File: config.mk
export PLATFORM = sky130hd
export DESIGN_NAME = capture_reload_timer
export DESIGN_NICKNAME = d
export VERILOG_FILES = /design/src/rtl/crt_pkg.sv /design/src/rtl/crt_edge_sync.sv /design/src/rtl/crt_count_core.sv /design/src/rtl/capture_reload_timer.sv
export SDC_FILE = /design/constraint.sdc
export NUM_CORES = 1
export LEC_CHECK = 0
export ABC_AREA = 1
export CORE_UTILIZATION = 35
export DETAILED_ROUTE_END_ITERATION = 8
export HOLD_SLACK_MARGIN = 0.15
export MAX_ROUTING_LAYER = met4
export PLACE_DENSITY = 0.64
export SETUP_SLACK_MARGIN = 0.1
export SYNTH_ARGS = -nofsm -noshare
export SYNTH_HDL_FRONTEND = slang
export SYNTH_SLANG_ARGS = --single-unit
File: constraint.sdc
create_clock -name clk -period 4.01 [get_ports clk]
set_input_delay 0.802 -clock clk [delete_from_list [all_inputs] [get_ports clk]]
set_output_delay 0.802 -clock clk [all_outputs]
set_load 0.005 [all_outputs]
File: src/rtl/crt_pkg.sv
package crt_pkg;
  typedef enum logic [2:0] {
    A_CTRL   = 3'd0,
    A_CNT_LO = 3'd1,
    A_CNT_HI = 3'd2,
    A_RLD_LO = 3'd3,
    A_RLD_HI = 3'd4
  } crt_addr_e;

  typedef struct packed {
    logic ovf_flag;
    logic ext_flag;
    logic rx_en;
    logic tx_en;
    logic trig_en;
    logic run;
    logic src_ext;
    logic cap_mode;
  } crt_ctrl_t;
endpackage

File: src/rtl/crt_edge_sync.sv
module crt_edge_sync #(
  parameter int STAGES = 2
) (
  input  logic clk,
  input  logic rst,
  input  logic pin,
  output logic fall
);
  logic [STAGES-1:0] sync_q;
  logic              prev_q;

  always_ff @(posedge clk) begin
    if (rst) begin
      sync_q <= '1;
      prev_q <= 1'b1;
    end else begin
      sync_q <= {sync_q[STAGES-2:0], pin};
      prev_q <= sync_q[STAGES-1];
    end
  end

  assign fall = prev_q & ~sync_q[STAGES-1];
endmodule

File: src/rtl/crt_count_core.sv
module crt_count_core #(
  parameter int BYTE_W = 8
) (
  input  logic                clk,
  input  logic                rst,
  input  logic                inc,
  input  logic                reload_on_ovf,
  input  logic                ext_reload,
  input  logic                ext_capture,
  input  logic                wr_cnt_lo,
  input  logic                wr_cnt_hi,
  input  logic                wr_rld_lo,
  input  logic                wr_rld_hi,
  input  logic [BYTE_W-1:0]   wdata,
  output logic [2*BYTE_W-1:0] count,
  output logic [2*BYTE_W-1:0] rld,
  output logic                ovf
);
  localparam int CW = 2 * BYTE_W;
  localparam logic [CW-1:0] ONE = CW'(1);

  logic sw_cnt;
  assign sw_cnt = wr_cnt_lo | wr_cnt_hi;
  assign ovf    = inc & (&count) & ~sw_cnt;

  always_ff @(posedge clk) begin
    if (rst) begin
      count <= '0;
    end else if (sw_cnt) begin
      if (wr_cnt_lo) count[BYTE_W-1:0]  <= wdata;
      if (wr_cnt_hi) count[CW-1:BYTE_W] <= wdata;
    end else if (ext_reload || (ovf && reload_on_ovf)) begin
      count <= rld;
    end else if (inc) begin
      count <= count + ONE;
    end
  end

  always_ff @(posedge clk) begin
    if (rst) begin
      rld <= '0;
    end else if (ext_capture) begin
      rld <= count;
    end else begin
      if (wr_rld_lo) rld[BYTE_W-1:0]  <= wdata;
      if (wr_rld_hi) rld[CW-1:BYTE_W] <= wdata;
    end
  end
endmodule

File: src/rtl/capture_reload_timer.sv
module capture_reload_timer
  import crt_pkg::*;
#(
  parameter int BYTE_W      = 8,
  parameter int SYNC_STAGES = 2
) (
  input  logic              clk,
  input  logic              rst,
  input  logic              tick,
  input  logic              cnt_pin,
  input  logic              trig_pin,
  input  logic              reg_wr,
  input  logic [2:0]        reg_addr,
  input  logic [BYTE_W-1:0] reg_wdata,
  output logic [BYTE_W-1:0] reg_rdata,
  output logic              irq,
  output logic              rx_clk_pulse,
  output logic              tx_clk_pulse
);
  localparam int CW   = 2 * BYTE_W;
  localparam int NPIN = 2;

  crt_ctrl_t        ctrl;
  logic [NPIN-1:0]  pins, falls;
  logic             cnt_fall, trig_fall;
  logic             baud, inc, ext_evt, ovf, wr_ctl;
  logic [CW-1:0]    count, rld;

  assign pins = {trig_pin, cnt_pin};

  for (genvar g = 0; g < NPIN; g++) begin : g_sync
    crt_edge_sync #(.STAGES(SYNC_STAGES)) u_sync (
      .clk (clk),
      .rst (rst),
      .pin (pins[g]),
      .fall(falls[g])
    );
  end

  assign cnt_fall  = falls[0];
  assign trig_fall = falls[1];

  assign baud    = ctrl.rx_en | ctrl.tx_en;
  assign inc     = ctrl.run & (ctrl.src_ext ? cnt_fall : tick);
  assign ext_evt = ctrl.trig_en & ~baud & trig_fall;
  assign wr_ctl  = reg_wr && (reg_addr == A_CTRL);

  crt_count_core #(.BYTE_W(BYTE_W)) u_core (
    .clk          (clk),
    .rst          (rst),
    .inc          (inc),
    .reload_on_ovf(baud | ~ctrl.cap_mode),
    .ext_reload   (ext_evt & ~ctrl.cap_mode),
    .ext_capture  (ext_evt & ctrl.cap_mode),
    .wr_cnt_lo    (reg_wr && (reg_addr == A_CNT_LO)),
    .wr_cnt_hi    (reg_wr && (reg_addr == A_CNT_HI)),
    .wr_rld_lo    (reg_wr && (reg_addr == A_RLD_LO)),
    .wr_rld_hi    (reg_wr && (reg_addr == A_RLD_HI)),
    .wdata        (reg_wdata),
    .count        (count),
    .rld          (rld),
    .ovf          (ovf)
  );

  always_ff @(posedge clk) begin
    if (rst) begin
      ctrl         <= '0;
      rx_clk_pulse <= 1'b0;
      tx_clk_pulse <= 1'b0;
    end else begin
      if (wr_ctl) ctrl <= crt_ctrl_t'(reg_wdata);
      // hardware set beats a same-cycle software clear
      ctrl.ovf_flag <= (ovf & ~baud) | (wr_ctl ? reg_wdata[7] : ctrl.ovf_flag);
      ctrl.ext_flag <= ext_evt | (wr_ctl ? reg_wdata[6] : ctrl.ext_flag);
      rx_clk_pulse  <= ovf & ctrl.rx_en;
      tx_clk_pulse  <= ovf & ctrl.tx_en;
    end
  end

  assign irq = ctrl.ovf_flag | ctrl.ext_flag;

  always_comb begin
    unique case (reg_addr)
      A_CTRL:   reg_rdata = ctrl;
      A_CNT_LO: reg_rdata = count[BYTE_W-1:0];
      A_CNT_HI: reg_rdata = count[CW-1:BYTE_W];
      A_RLD_LO: reg_rdata = rld[BYTE_W-1:0];
      A_RLD_HI: reg_rdata = rld[CW-1:BYTE_W];
      default:  reg_rdata = '0;
    endcase
  end
endmodule

==> metrics.md <==
| Metric | Value |
|---|---|
| Peak Freq | 271.2 MHz |
| Library cells used by synthesis | 36 |
| Wire length per cell | between 15 and 20 um |
| CTS tree | yes |
| Place WS | between 0.3 and 0.4 ns |
| Crit path largest cell delay | about 0.6 ns |
| Switching pwr | 275.3 uW |
| Int Power | between 600 and 700 uW |
| Diode count | 0 |
| Iteration-0 DRC Markers | ~210 |
| Met1 Routed Length | between 4000 and 5000 um |
| DR WL met2 | around 4300 um |
| Final Power | around 970 uW |
| #FFs+latches synth | 48 |
| Pleak | around 1.5 nW |
| Hold Buf Count CTS | 0 |
| DR WL met3 | about 490 um |
| Total core area | approximately 8300 sq um |
| H-tree depth | 2 |
| Power Dens Cells | around 280 nW/um^2 |
| X dimension of the die | around 96 um |
| First-pass GRT wire length | 15750 um |
| Vias in the first global route | between 3000 and 4000 |
| Vias per Instance | 5.479 |
| Total wire length | ~9500 um |
| Worst reg-to-reg path cell count | 8 |
| Clock tree buffer depth | 2 |
| Sequential area share after synthesis | about a third |
| DP HPWL | 6904 um |
| Die Span Y | approximately 96 um |
| Switching Share | between 20% and 30% |
| RSZ-0062 raised after global routing | false |
| Clk_lat worst skew | 0.31 ns |
| P&R area growth vs syn | 14.39% |
| Worst r2r src | ctrl[4]$_SDFFE_PP0P_ |
| Initial antenna violation count | 0 |
| Multi-input logic area | roughly 1800 sq um |
| Reg2Reg Setup Slack | approximately 1.7 ns |
| WS Path Type | input port to output port |
| Tightest Pin Transition | around 0.79 ns |
| Area post-placement | 3412 sq um |
| Clk sink count | 48 |
| Synth Area per Inst | 6.598 sq um |
| Fin crit period | about 3.7 ns |
| CP Data Arrival Time | around 2.9 ns |
| Clock buffer count from CTS | 5 |
| Status | finished clean |
| Ratio of final minimum period to clock period | about 92% |
| CP startpoint kind | input port |
| Final hold vios | 0 |
| Largest net degree at the start of global routing | 32 |
| Reg area | about 960 sq um |
| Crit Path Max Fanout | 8 |
| Top layer in use | met4 |
| Io pins | 28 |
| Via count of the routed design | approximately 3200 |
| Number of antenna-violating nets in the routed design | 0 |
| Min-delay worst type | flop to flop |
| Max_slew headroom | 47.35% |
| GPL Wtd Cong | roughly 0.9 |
| Final Skew | 0.01113 ns |
| Capture point of the worst path | reg_rdata[1] |
| Post_cts resized | 0 |
| Mapped Area | 3062 sq um |
| Min-delay src | g_sync[1].u_sync.sync_q[0]$_SDFF_PP1_ |
| YS warnings | 0 |
| Grt ovf | 0 |
| Worst Slack Setup Final | 0.3233 ns |
| Peak supply drop | between 0.1 and 0.15 mV |
| Worst path slowest cell | clkdlybuf4s50_1 |
| Total of max-cap violations | 0 |
| Comb pwr share | between 10% and 20% |
| Crit. Startpoint | reg_addr[1] |
| Syn nets | around 480 |
| DRC Markers | 0 |
| Worst setup EP type | output port |
| Fin area | roughly 3500 sq um |
| Nets | 503 |
| Total track usage | 23.30% |
| Clock share of power | about a third |
| Clock Tree Root | clkbuf_8 |
| Reg2reg end | u_core.rld[11]$_SDFFE_PP0P_ |
| Clock slew at reported path FFs | ~0.09 ns |
| Die area | ~9100 sq um |
| Pre-antenna DRT Iters | 5 |
| Post-Synthesis Cells | roughly 460 |
| CP Data Required Time | between 3 and 4 ns |
| Worst-path cell chain | clkdlybuf4s50_1 -> inv_2 -> nand3_1 -> inv_1 -> a22o_1 -> a221oi_1 -> o21ai_0 -> clkdlybuf4s50_1 |
| Initial Util | a little under two fifths |
| FP Rows | 33 |
| # port buffers | 27 |
| Sequential power share | 52.6% |
| Filler cells | 890 |
| Most common cell on crit path | clkdlybuf4s50_1 |
| Slew Limit Fails | 0 |
| TNS Setup | 0 ns |
| Setup-failing EPs final | 0 |
| Setup Fix Bufs, Post-CTS | 0 |
| Fraction of layout cells with a size suffix above 1 | 8.848% |
-- sequential cells by signal, summed over array words and instances, names as in the netlist --
register,cells
tx_clk_pulse,1
g_sync.u_sync.sync_q,4
rx_clk_pulse,1
u_core.rld,16
g_sync.u_sync.prev_q,2
u_core.count,16
ctrl,8
-- power groups by stage --
stage | clock network, mW | logic, mW | registers (mW)
floorplan | 0 | 0.0916 | 0.513
global placement | 0 | 0.140 | 0.518
detailed placement | 0 | 0.142 | 0.518
CTS | 0.316 | 0.143 | 0.507
global route | 0.338 | 0.162 | 0.509
finish | 0.313 | 0.144 | 0.508
-- through the flow --
| step | cells | utilization (%) | hold slack (ns) |
|---|---|---|---|
| floorplan | 464 | - | 0.3895 |
| global placement | 583 | 40.91 | 0.3909 |
| detailed placement | 583 | 40.91 | 0.3958 |
| CTS | 591 | 41.99 | 0.4163 |
| global route | 591 | 41.99 | 0.4399 |
| finish | 591 | 41.99 | 0.4167 |
-- cell usage in the layout (no fill, tap or decap), drive strengths merged --
| master | netlist | layout |
|---|---|---|
| buf | 9 | 6 |
| or2 | 5 | 5 |
| a22o | 4 | 4 |
| inv | 59 | 59 |
| nand2 | 111 | 111 |
| o21a | 1 | 1 |
| clkbuf | 10 | 8 |
| clkdlybuf4s50 | 0 | 27 |
| xor2 | 7 | 7 |
| o2111ai | 3 | 3 |
| o221ai | 5 | 5 |
| mux2 | 1 | 1 |
| nor3 | 14 | 14 |
| nand3 | 38 | 38 |
| o21ai | 25 | 25 |
| nor2 | 63 | 63 |
| a22oi | 3 | 3 |
| ha | 1 | 1 |
| a221oi | 5 | 5 |
| a21oi | 12 | 12 |
| o211ai | 5 | 5 |
| nand4 | 35 | 35 |
| dfxtp | 48 | 48 |
-- routing by layer --
layer,up-vias,global-route usage [%]
met1,1506,31.06
met4,0,9.080
met3,18,3.030
li1,1599,-
met5,-,-
met2,115,35.65
-- Yosys cell counts --
cell type	instances	share of area (%)
nand2_1	104	13
a221oi_1	5	1.4
ha_1	1	0.41
o211ai_1	5	1.2
xor2_1	7	2.0
nand4_4	1	0.69
nor2_1	55	6.7
nor2_2	5	1.0
nor3_1	13	2.1
o221ai_1	5	1.4
buf_4	1	0.25
o2111ai_1	3	0.86
nor2_4	3	1.1
nor3_2	1	0.33
inv_1	54	6.6
or2_2	5	1.0
buf_1	1	0.12
a21oi_1	12	2.0
mux2_2	1	0.37
a22o_1	4	1.1
o21a_1	1	0.25
o21ai_1	12	2.0
inv_2	5	0.61
nand4_1	33	6.7
clkbuf_1	10	1.2
nand2_2	3	0.61
buf_6	2	0.74
nand3_4	2	1.1
nand4_2	1	0.41
buf_2	5	0.82
o21ai_0	13	2.1
nand3_1	36	5.9
nand2_4	3	1.1
dfxtp_1	48	31
nand2_8	1	0.65
a22oi_1	3	0.74
-- critical path, delay by kind of cell --
family                 cells  cell delay (ns)
buffers and inverters      4             1.36
AO/OA/AOI/OAI              3             0.57
AND/OR/NAND/NOR            1             0.15
-- cell type report --
class | instances | share of cell area (%)
multi-input combinational | 338 | 50.91
timing repair buffer | 33 | 9.003
inverter | 59 | 6.324
clock buffer | 8 | 2.572
tap | 105 | 3.751
sequential | 48 | 27.44
-- worst min-delay path by stage --
stage	to	slack (ns)	cells past startpoint
after floorplan	g_sync[0].u_sync.sync_q[1]$_SDFF_PP1_	0.39	1
after global placement	g_sync[1].u_sync.sync_q[1]$_SDFF_PP1_	0.39	1
after detailed placement	g_sync[1].u_sync.sync_q[1]$_SDFF_PP1_	0.40	1
after CTS	g_sync[1].u_sync.sync_q[1]$_SDFF_PP1_	0.42	1
after global routing	g_sync[0].u_sync.sync_q[1]$_SDFF_PP1_	0.44	1
final	g_sync[1].u_sync.sync_q[1]$_SDFF_PP1_	0.42	1
-- kinds of logic (layout without fill, tap and decap cells) --
group,after synthesis,in the layout,synth area share [%]
simple gates,266,266,42.34
compound gates,63,63,13.12
mux,1,1,0.3678
buf+inv,78,100,10.38
xor+xnor,7,7,2.002
flops,48,48,31.39
fa+ha+maj,1,1,0.4086
(Power assumes the default switching activity.)
